==> src/rtl/mm_pkg.sv <==
package mm_pkg;
  // Strobes from the sequencer to the arithmetic datapath.
  typedef struct packed {
    logic load;    // capture operands, clear accumulator
    logic step;    // perform one add/halve iteration
    logic finish;  // this step is the last; register the reduced result
  } mm_strobe_t;
endpackage

==> src/rtl/mm_step.sv <==
// One combinational iteration: add y when the multiplier bit is set,
// make the sum even by adding n, then halve.
module mm_step #(
  parameter int WIDTH = 16
) (
  input  logic [WIDTH+1:0] accIn,
  input  logic [WIDTH-1:0] yVal,
  input  logic [WIDTH-1:0] nVal,
  input  logic             zBit,
  output logic [WIDTH+1:0] accOut
);
  localparam int ACC_W = WIDTH + 2;

  logic [ACC_W-1:0] partial;
  logic [ACC_W-1:0] evened;

  always_comb begin
    partial = accIn + (zBit ? ACC_W'(yVal) : ACC_W'(0));
    evened  = partial + (partial[0] ? ACC_W'(nVal) : ACC_W'(0));
    accOut  = {1'b0, evened[ACC_W-1:1]};
  end
endmodule

==> src/rtl/mm_reduce.sv <==
// Final conditional subtraction bringing a value below 2n into [0, n).
module mm_reduce #(
  parameter int WIDTH = 16
) (
  input  logic [WIDTH+1:0] accIn,
  input  logic [WIDTH-1:0] nVal,
  output logic [WIDTH-1:0] reduced
);
  localparam int ACC_W = WIDTH + 2;

  logic [ACC_W-1:0] diff;
  logic             geMod;

  always_comb begin
    geMod   = accIn >= ACC_W'(nVal);
    diff    = accIn - ACC_W'(nVal);
    reduced = geMod ? diff[WIDTH-1:0] : accIn[WIDTH-1:0];
  end
endmodule

==> src/rtl/mm_ctrl.sv <==
// Sequencer: accepts a start when idle, issues WIDTH steps, flags the last.
module mm_ctrl
  import mm_pkg::*;
#(
  parameter int WIDTH = 16
) (
  input  logic       clk,
  input  logic       rstN,
  input  logic       start,
  output mm_strobe_t strobes,
  output logic       done
);
  localparam int CNT_W = (WIDTH > 2) ? $clog2(WIDTH) : 1;
  localparam logic [CNT_W-1:0] LAST_STEP = CNT_W'(WIDTH - 1);

  logic             busy;
  logic [CNT_W-1:0] stepCnt;

  always_comb begin
    strobes.load   = start && !busy;
    strobes.step   = busy;
    strobes.finish = busy && (stepCnt == LAST_STEP);
  end

  always_ff @(posedge clk or negedge rstN) begin
    if (!rstN) begin
      busy    <= 1'b0;
      stepCnt <= '0;
      done    <= 1'b0;
    end else begin
      done <= strobes.finish;
      if (strobes.load) begin
        busy    <= 1'b1;
        stepCnt <= '0;
      end else if (busy) begin
        stepCnt <= stepCnt + 1'b1;
        if (strobes.finish) busy <= 1'b0;
      end
    end
  end

  // completion flag is a single-cycle pulse
  assert_done_pulse_R4: assert property (@(posedge clk) disable iff (!rstN)
    done |=> !done);

  // the step counter never passes the final iteration
  assert_count_bound_R4: assert property (@(posedge clk) disable iff (!rstN)
    busy |-> stepCnt <= LAST_STEP);

  // a request during a non-final step does not stop the running operation
  assert_start_ignored_R6: assert property (@(posedge clk) disable iff (!rstN)
    (busy && start && !strobes.finish) |=> busy);
endmodule

==> src/rtl/mm_datapath.sv <==
// Operand registers, accumulator and result register.
module mm_datapath
  import mm_pkg::*;
#(
  parameter int WIDTH = 16
) (
  input  logic             clk,
  input  logic             rstN,
  input  mm_strobe_t       strobes,
  input  logic [WIDTH-1:0] yIn,
  input  logic [WIDTH-1:0] zIn,
  input  logic [WIDTH-1:0] nIn,
  output logic [WIDTH-1:0] result
);
  localparam int ACC_W = WIDTH + 2;

  logic [WIDTH-1:0] yReg;
  logic [WIDTH-1:0] zReg;
  logic [WIDTH-1:0] nReg;
  logic [ACC_W-1:0] acc;
  logic [ACC_W-1:0] accNext;
  logic [WIDTH-1:0] reducedNext;

  mm_step #(.WIDTH(WIDTH)) uStep (
    .accIn (acc),
    .yVal  (yReg),
    .nVal  (nReg),
    .zBit  (zReg[0]),
    .accOut(accNext)
  );

  mm_reduce #(.WIDTH(WIDTH)) uReduce (
    .accIn  (accNext),
    .nVal   (nReg),
    .reduced(reducedNext)
  );

  always_ff @(posedge clk or negedge rstN) begin
    if (!rstN) begin
      yReg   <= '0;
      zReg   <= '0;
      nReg   <= '0;
      acc    <= '0;
      result <= '0;
    end else begin
      if (strobes.load) begin
        yReg <= yIn;
        zReg <= zIn;
        nReg <= nIn;
        acc  <= '0;
      end else if (strobes.step) begin
        zReg <= zReg >> 1;
        acc  <= accNext;
      end
      if (strobes.finish) result <= reducedNext;
    end
  end

  // with reduced operands the accumulator stays below twice the modulus
  assert_no_overflow_R3: assert property (@(posedge clk) disable iff (!rstN)
    (strobes.step && nReg[0] && (yReg < nReg)) |-> (acc < {1'b0, nReg, 1'b0}));

  // each registered result lies below the captured modulus
  assert_result_below_mod_R2: assert property (@(posedge clk) disable iff (!rstN)
    (strobes.finish && nReg[0] && (yReg < nReg)) |=> (result < nReg));

  // the result register changes only on a completion
  assert_result_held_R8: assert property (@(posedge clk) disable iff (!rstN)
    !strobes.finish |=> $stable(result));
endmodule

==> src/rtl/serial_modmul.sv <==
// Top: bit-serial halving modular multiplier.
module serial_modmul
  import mm_pkg::*;
#(
  parameter int WIDTH = 16
) (
  input  logic             clk,
  input  logic             rstN,
  input  logic             start,
  input  logic [WIDTH-1:0] yIn,
  input  logic [WIDTH-1:0] zIn,
  input  logic [WIDTH-1:0] nIn,
  output logic             done,
  output logic [WIDTH-1:0] result
);
  mm_strobe_t strobes;

  mm_ctrl #(.WIDTH(WIDTH)) uCtrl (
    .clk    (clk),
    .rstN   (rstN),
    .start  (start),
    .strobes(strobes),
    .done   (done)
  );

  mm_datapath #(.WIDTH(WIDTH)) uData (
    .clk    (clk),
    .rstN   (rstN),
    .strobes(strobes),
    .yIn    (yIn),
    .zIn    (zIn),
    .nIn    (nIn),
    .result (result)
  );
endmodule

==> config.mk <==
export PLATFORM = sky130hd
export DESIGN_NAME = serial_modmul
export DESIGN_NICKNAME = d
export VERILOG_FILES = /design/src/rtl/mm_pkg.sv /design/src/rtl/mm_step.sv /design/src/rtl/mm_reduce.sv /design/src/rtl/mm_ctrl.sv /design/src/rtl/mm_datapath.sv /design/src/rtl/serial_modmul.sv
export SDC_FILE = /design/constraint.sdc
export NUM_CORES = 1
export LEC_CHECK = 0
export CORE_UTILIZATION = 62
export DETAILED_ROUTE_END_ITERATION = 6
export PLACE_DENSITY = 0.88
export SLEW_MARGIN = 20
export SYNTH_ARGS = -nofsm -noshare
export SYNTH_HDL_FRONTEND = slang
export SYNTH_SLANG_ARGS = --single-unit
==> constraint.sdc <==
create_clock -name clk -period 14.2 [get_ports clk]
set_clock_uncertainty 0.05 [all_clocks]
set_input_delay 2.84 -clock clk [delete_from_list [all_inputs] [get_ports clk]]
set_output_delay 2.84 -clock clk [all_outputs]
set_load 0.005 [all_outputs]
==> results of run 1 <==
kinds of logic after synthesis:
family | Yosys count | share of synthesized area [%]
AND/OR/NAND/NOR | 214 | 17.3
buffers and inverters | 64 | 4.21
adder cells (fa/ha/maj) | 53 | 11.2
multiplexers | 34 | 5.88
flip-flops | 87 | 35.4
XOR/XNOR | 32 | 4.56
AO/OA/AOI/OAI | 200 | 21.5
per-stage QoR:
stage               instances  cell area (µm²)
finish                    873             7100
global route              873             7100
CTS                       873             7100
detailed placement        857             6890
global placement          857             6890
floorplan                 684             6150
state kept, by name, indices dropped and copies added (netlist names):
| name | count |
|---|---|
| uCtrl.stepCnt | 4 |
| uData.result | 16 |
| uData.yReg | 16 |
| uData.zReg | 16 |
| uData.nReg | 16 |
| uCtrl.busy | 1 |
| uData.acc | 17 |
| uCtrl.done | 1 |
per-layer routing:
metal  up-vias  track usage [%]  wire [µm]
li1       2600                -          -
met1      2594             41.9       6790
met2       195             54.5       7690
met3        49             5.04        819
met4         0             14.0        562
met5         -                0          0
worst max-delay path, cell delays in order (launching register included):
cell	delay, ps
dfrtp_1	600
and2_1	190
ha_1	200
inv_1	70
fa_1	400
nor2b_1	170
o31a_1	230
o21ai_1	170
a31oi_1	260
o21ai_0	130
a21boi_0	330
nor4_1	90
a311o_1	340
ha_1	320
inv_1	140
nor3_1	80
a31oi_1	140
a21boi_0	170
o311ai_0	230
ha_1	450
nand4_1	110
o41ai_1	440
nor2_1	110
a21oi_1	880
nor2_2	210
o311ai_1	330
cell type report:
cell class / instances / area share, %
clock buffer: 9 / 1.75
inverter: 38 / 2.01
timing repair buffer: 70 / 9.73
clock inverter: 7 / 1.13
multi-input combinational: 533 / 52.4
sequential: 87 / 30.7
tap: 129 / 2.27
cells in the final DEF (no fill, tap or decap), types with 3 or more instances in the layout:
cell type        count
a311o_1              3
clkbuf_8             9
nand2_1             75
a22o_1              15
o211ai_1             9
o21bai_1             5
mux2_2              17
a31oi_1             11
xor2_1               9
fa_1                 3
xnor2_1             23
and3_1               6
o31a_1               3
and2_1              34
ha_1                50
nor2b_1              5
nand4_1             21
clkdlybuf4s50_1     66
nor2_1              22
or3_1                6
a21oi_1             37
dfrtp_1             87
buf_4                4
inv_1               37
nand2b_1             5
o21ai_0             58
o2111ai_1            4
mux2i_1             17
nor3_1              12
a21o_1              18
nand3_1             16
a211oi_1             6
o311ai_1             4
o21a_1               6
nor4_1               3
worst paths after layout:
| check | cells past startpoint | from | slack (ps) | end |
|---|---|---|---|---|
| setup / recovery | 25 | uData.zReg[0] | 7230 | uData.result[2] |
| hold / removal | 2 | uData.zReg[4] | 440 | uData.zReg[3] |
| setup reg to reg | 25 | uData.zReg[0] | 7230 | uData.result[2] |
| hold reg to reg | 2 | uData.zReg[4] | 440 | uData.zReg[3] |
| max in group asynchronous | 2 | rstN | 10650 | uData.zReg[6] |
| min in group asynchronous | 1 | rstN | 2330 | uData.nReg[11] |
cells in the mapped netlist, types with 4 or more instances:
cell	instances	area (µm²)
mux2i_1	17	170
nand2_1	75	282
nor2b_1	6	37.5
nand3_1	16	80.1
nand4_1	21	131
xnor2_1	23	201
o21a_1	6	45.0
inv_1	37	139
o21bai_1	5	37.5
xor2_1	9	78.8
nand2b_1	5	31.3
and3_1	6	37.5
o311ai_1	4	35.0
o211ai_1	9	67.6
dfrtp_1	87	2180
a21o_1	18	135
and2_1	34	213
o21ai_0	58	290
mux2_2	17	191
a31oi_1	11	68.8
ha_1	50	626
a211oi_1	6	45.0
nor2_1	23	86.3
nor3_1	12	60.1
o2111ai_1	4	35.0
clkbuf_1	20	75.1
a21oi_1	37	185
or3_1	6	37.5
a22o_1	15	131
==> impl_metrics.csv, run 1 <==
group,metric,value,unit
routing,vias,5438,
timing,fin_crit_sh,49.1,%
logic_synthesis,synthFlopType,"dfrtp_1",
critical_path,cp.required,14410,ps
routing,drtIter0Drc,432,
floorplanning,design.core.area,0.00942,mm²
critical_path,crit_path_end_kind,"register",
timing,hold_viol,0,
global_routing,grt_pass1_wl,25800,µm
routing,drtPass1Iterations,5,
clock_network,cts.clk_slew.worst_paths,100,ps
routing,finalWirelength,15900,µm
timing,holdWs,441,ps
clock_network,post_cts_buffers,0,
cells_and_area,multi_input_area,0.00372,mm²
placed_design,dp_hpwl,12000,µm
logic_synthesis,ys_seq_area_share,35.4,%
cells_and_area,antenna_cells,0,
global_routing,grt-ovfl-total,0,
critical_path,cp-start-kind,"register",
cells_and_area,final_util,75.4,%
global_routing,first_global_vias,5303,
routing,antenna_left,0,
logic_synthesis,synth_area,0.00615,mm²
logic_synthesis,synth_area_per_cell,8.99,µm²
routing,vias_per_cell,6.23,
timing,fmax,0.143,GHz
critical_path,critPathMaxFanout,17,
cells_and_area,layout.nets,843,
clock_network,cts_made_buffers,9,
cells_and_area,syn2layout_area_growth,15.4,%
timing,finalSetupTns,0,ps
logic_synthesis,synth_cell_types,60,
logic_synthesis,synth_seq_cells,87,
critical_path,cp.arrival,7180,ps
global_routing,antenna_found_initial,0,
clock_network,cts.sink_count,87,
placed_design,pre_cts_slack,7390,ps
clock_network,h-tree-depth,3,
routing,routedWlPerCell,18.2,µm
cells_and_area,seqCellArea,0.00218,mm²
clock_network,cts_root_buf,"clkbuf_8",
timing,relSlewSlack,26.2,%
timing,postLayoutSetupSlackWorst,7230,ps
floorplanning,die_x,102,µm
status,status,"finished, final reports clean",
clock_network,cts.path.max_buffers,2,
global_routing,grt_usage,32.6,%
floorplanning,fp-row-count,35,
floorplanning,die_area,0.0103,mm²
logic_synthesis,postSynthCellCount,684,
clock_network,clk-insertion-delay-late,370,ps
worst_hold_path,hp-class,"register to register",
timing,finalCriticalPeriod,6970,ps
timing,setup_violations,0,
logic_synthesis,synth_nets,788,
cells_and_area,nFillCells,700,
job,cap_violations,0,
placed_design,io_buffers,67,
floorplanning,chipHeight,102,µm
placed_design,place_congestion,0.970,
routing,drcViolationCount,0,
timing,worstMarginPinSlew,1110,ps
global_routing,grt_max_degree,60,
clock_network,ctsHoldBuffers,0,
floorplanning,ios,68,
cells_and_area,layout-drive-gt1-share,6.18,%
logic_synthesis,yosys_warnings,0,
logic_synthesis,async_flop_share,100,%
clock_network,cts_tree,"done",
timing,slew_viol_final,0,
timing,grt_setup_unrepaired,"false",
critical_path,critPathKind,"register to register",
floorplanning,initial_utilization,65.3,%
logic_synthesis,synth-edff-count,0,
clock_network,postCtsResizedCells,0,
Power of run 1 is left out: the tool's default activity adds up to more than one toggle a clock period on the data nets, which glitch-free logic cannot reach.
==> inputs of run 2 (changes only) <==
--- a/config.mk
+++ b/config.mk
@@ -5,9 +5,9 @@
 export SDC_FILE = /design/constraint.sdc
 export NUM_CORES = 1
 export LEC_CHECK = 0
-export CORE_UTILIZATION = 62
+export CORE_UTILIZATION = 58
 export DETAILED_ROUTE_END_ITERATION = 6
-export PLACE_DENSITY = 0.88
+export PLACE_DENSITY = 0.83
 export SLEW_MARGIN = 20
 export SYNTH_ARGS = -nofsm -noshare
 export SYNTH_HDL_FRONTEND = slang
==> constraint.sdc (replaced) <==
create_clock -name clk -period 6.58 [get_ports clk]
set_clock_uncertainty 0.05 [all_clocks]
set_input_delay 1.316 -clock clk [delete_from_list [all_inputs] [get_ports clk]]
set_output_delay 1.316 -clock clk [all_outputs]
set_load 0.005 [all_outputs]
==> run 2 against run 1 <==
Net effect:
- routed wire length shrank 0.76%
- critical path depth grew 1
- core utilization decreased by 5.7 points
- via count down 0.44%
- fmax up 13%
- first-iteration DRC count is 0.46% lower
- design area grew 1.3%
- die area is 6.8% higher
- flip-flop and latch count is the same
- critical path type unchanged
==> impl_metrics.csv, run 2 (same netlist as run 1, synthesis figures left out) <==
group,metric,value,unit
critical_path,slowest_stage,"dfrtp_2",
global_routing,first_global_vias,5244,
cells_and_area,layout_commonest_cell,"dfrtp_1",
routing,drtPass1Iterations,5,
critical_path,crit_path_end_kind,"register",
cells_and_area,layout-drive-gt1-share,7.19,%
floorplanning,die_x,105,µm
critical_path,cp-start-kind,"register",
job,cap_violations,0,
critical_path,critPathKind,"register to register",
worst_hold_path,hp-class,"register to register",
timing,finalCriticalPeriod,6150,ps
cells_and_area,layout_common_cells,"86 x dfrtp_1, 75 x nand2_1, 66 x clkdlybuf4s50_1",
critical_path,max_stage_delay,510,ps
floorplanning,initial_utilization,59.6,%
timing,setup_violations,0,
placed_design,dp_hpwl,11600,µm
clock_network,cts_root_buf,"clkbuf_8",
floorplanning,ios,68,
critical_path,crit_family,"compound AO/OA/AOI/OAI gates",
clock_network,cts_tree,"done",
clock_network,cts.clk_slew.worst_paths,90,ps
placed_design,place_congestion,0.919,
cells_and_area,layout.nets,850,
routing,drtIter0Drc,430,
clock_network,h-tree-depth,3,
routing,vias_per_cell,6.10,
routing,routedWlPerCell,17.8,µm
cells_and_area,syn2layout_area_growth,17.0,%
critical_path,cp.arrival,6390,ps
cells_and_area,regMostFlops,"uData.acc",
timing,worstMarginPinSlew,974,ps
routing,antenna_left,0,
global_routing,grt_max_degree,88,
clock_network,cts.sink_count,87,
critical_path,cp.required,6820,ps
clock_network,cts_made_buffers,9,
timing,fmax,0.163,GHz
cells_and_area,nFillCells,825,
global_routing,grt_pass1_wl,25700,µm
global_routing,grt-ovfl-total,0,
timing,relSlewSlack,35.0,%
routing,vias,5414,
placed_design,pre_cts_slack,232,ps
routing,drcViolationCount,0,
timing,hold_viol,0,
clock_network,cts.path.max_buffers,2,
clock_network,ctsHoldBuffers,0,
cells_and_area,largest_reg_flops,17,
critical_path,crit_buf_inv,3,
global_routing,antenna_found_initial,0,
placed_design,io_buffers,67,
timing,slew_viol_final,0,
critical_path,rrSetupSlack,430,ps
critical_path,critPathMaxFanout,17,
clock_network,clk-insertion-delay-late,380,ps
timing,fin_crit_sh,93.5,%
floorplanning,die_area,0.0110,mm²
routing,finalWirelength,15700,µm
cells_and_area,final_util,69.7,%
floorplanning,design.core.area,0.0103,mm²
timing,postLayoutSetupSlackWorst,430,ps
floorplanning,chipHeight,105,µm
global_routing,grt_usage,29.8,%
cells_and_area,antenna_cells,0,
floorplanning,fp-row-count,37,
status,status,"finished, final reports clean",
## run 2: what timing repair did
item | 4_1_cts | 5_1_grt
endpoints found under the setup margin | 0 | 16
resized for setup | 0 | 4
setup buffers | 0 | 2
## run 2: per-stage QoR
step                setup TNS (ps)  cells  instance area [µm²]  hold slack [ps]
detailed placement               0    869                 6940              421
finish                           0    887                 7190              437
global route                 -5.85    887                 7190              464
global placement                 0    869                 6940              412
CTS                              0    885                 7160              439
floorplan                        0    684                 6150              399
## run 2: layout make-up
| cell class | count | area (µm²) | area share [%] |
|---|---|---|---|
| inverter | 38 | 143 | 1.98 |
| timing repair buffer | 77 | 747 | 10.4 |
| clock buffer | 11 | 141 | 1.97 |
| multi-input combinational | 533 | 3730 | 51.9 |
| tap | 136 | 170 | 2.37 |
| sequential | 87 | 2180 | 30.3 |
| clock inverter | 5 | 81.3 | 1.13 |
## run 2: worst paths after layout
path / start / end / depth (start not counted)
min: uCtrl.stepCnt[3] / uCtrl.stepCnt[3] / 1
max reg2reg: uData.zReg[0] / uData.result[11] / 26
max: uData.zReg[0] / uData.result[11] / 26
min reg2reg: uCtrl.stepCnt[3] / uCtrl.stepCnt[3] / 1
min in group asynchronous: rstN / uData.nReg[11] / 1
max in group asynchronous: rstN / uData.zReg[0] / 1
## run 2: worst register-to-register path, stage by stage, from the launching register on
cell	delay [ps]
dfrtp_2	510
and2_1	170
ha_1	180
inv_1	60
fa_1	400
nor2b_1	170
o31a_1	220
o21ai_1	180
a31oi_1	240
o21ai_0	130
a21boi_1	260
nor4_1	80
a311o_1	320
ha_1	330
inv_1	150
nor3_1	70
a31oi_1	150
a21boi_0	230
o311ai_1	210
ha_1	430
nand4_1	150
o41ai_2	430
nor2_1	110
a21oi_1	340
buf_4	230
o211ai_1	100
a31oi_1	180
## run 2: layer usage
| layer | vias up | global-route usage (%) | wire length, µm |
|---|---|---|---|
| met3 | 36 | 4.18 | 859 |
| li1 | 2617 | - | - |
| met1 | 2577 | 37.6 | 6720 |
| met5 | - | 0 | 0 |
| met2 | 184 | 50.5 | 7670 |
| met4 | 0 | 13.7 | 498 |
Power of run 2 is left out for the same reason.
==> inputs of run 3 (changes only) <==
==> constraint.sdc (replaced) <==
create_clock -name clk -period 6.58 [get_ports clk]
set_clock_uncertainty 0.05 [all_clocks]
set_input_delay 1.645 -clock clk [delete_from_list [all_inputs] [get_ports clk]]
set_output_delay 1.645 -clock clk [all_outputs]
set_load 0.005 [all_outputs]
==> results of run 3 <==
Same layout as run 2 (identical final DEF). Status: finished, final reports clean.
Power of run 3 is left out for the same reason.
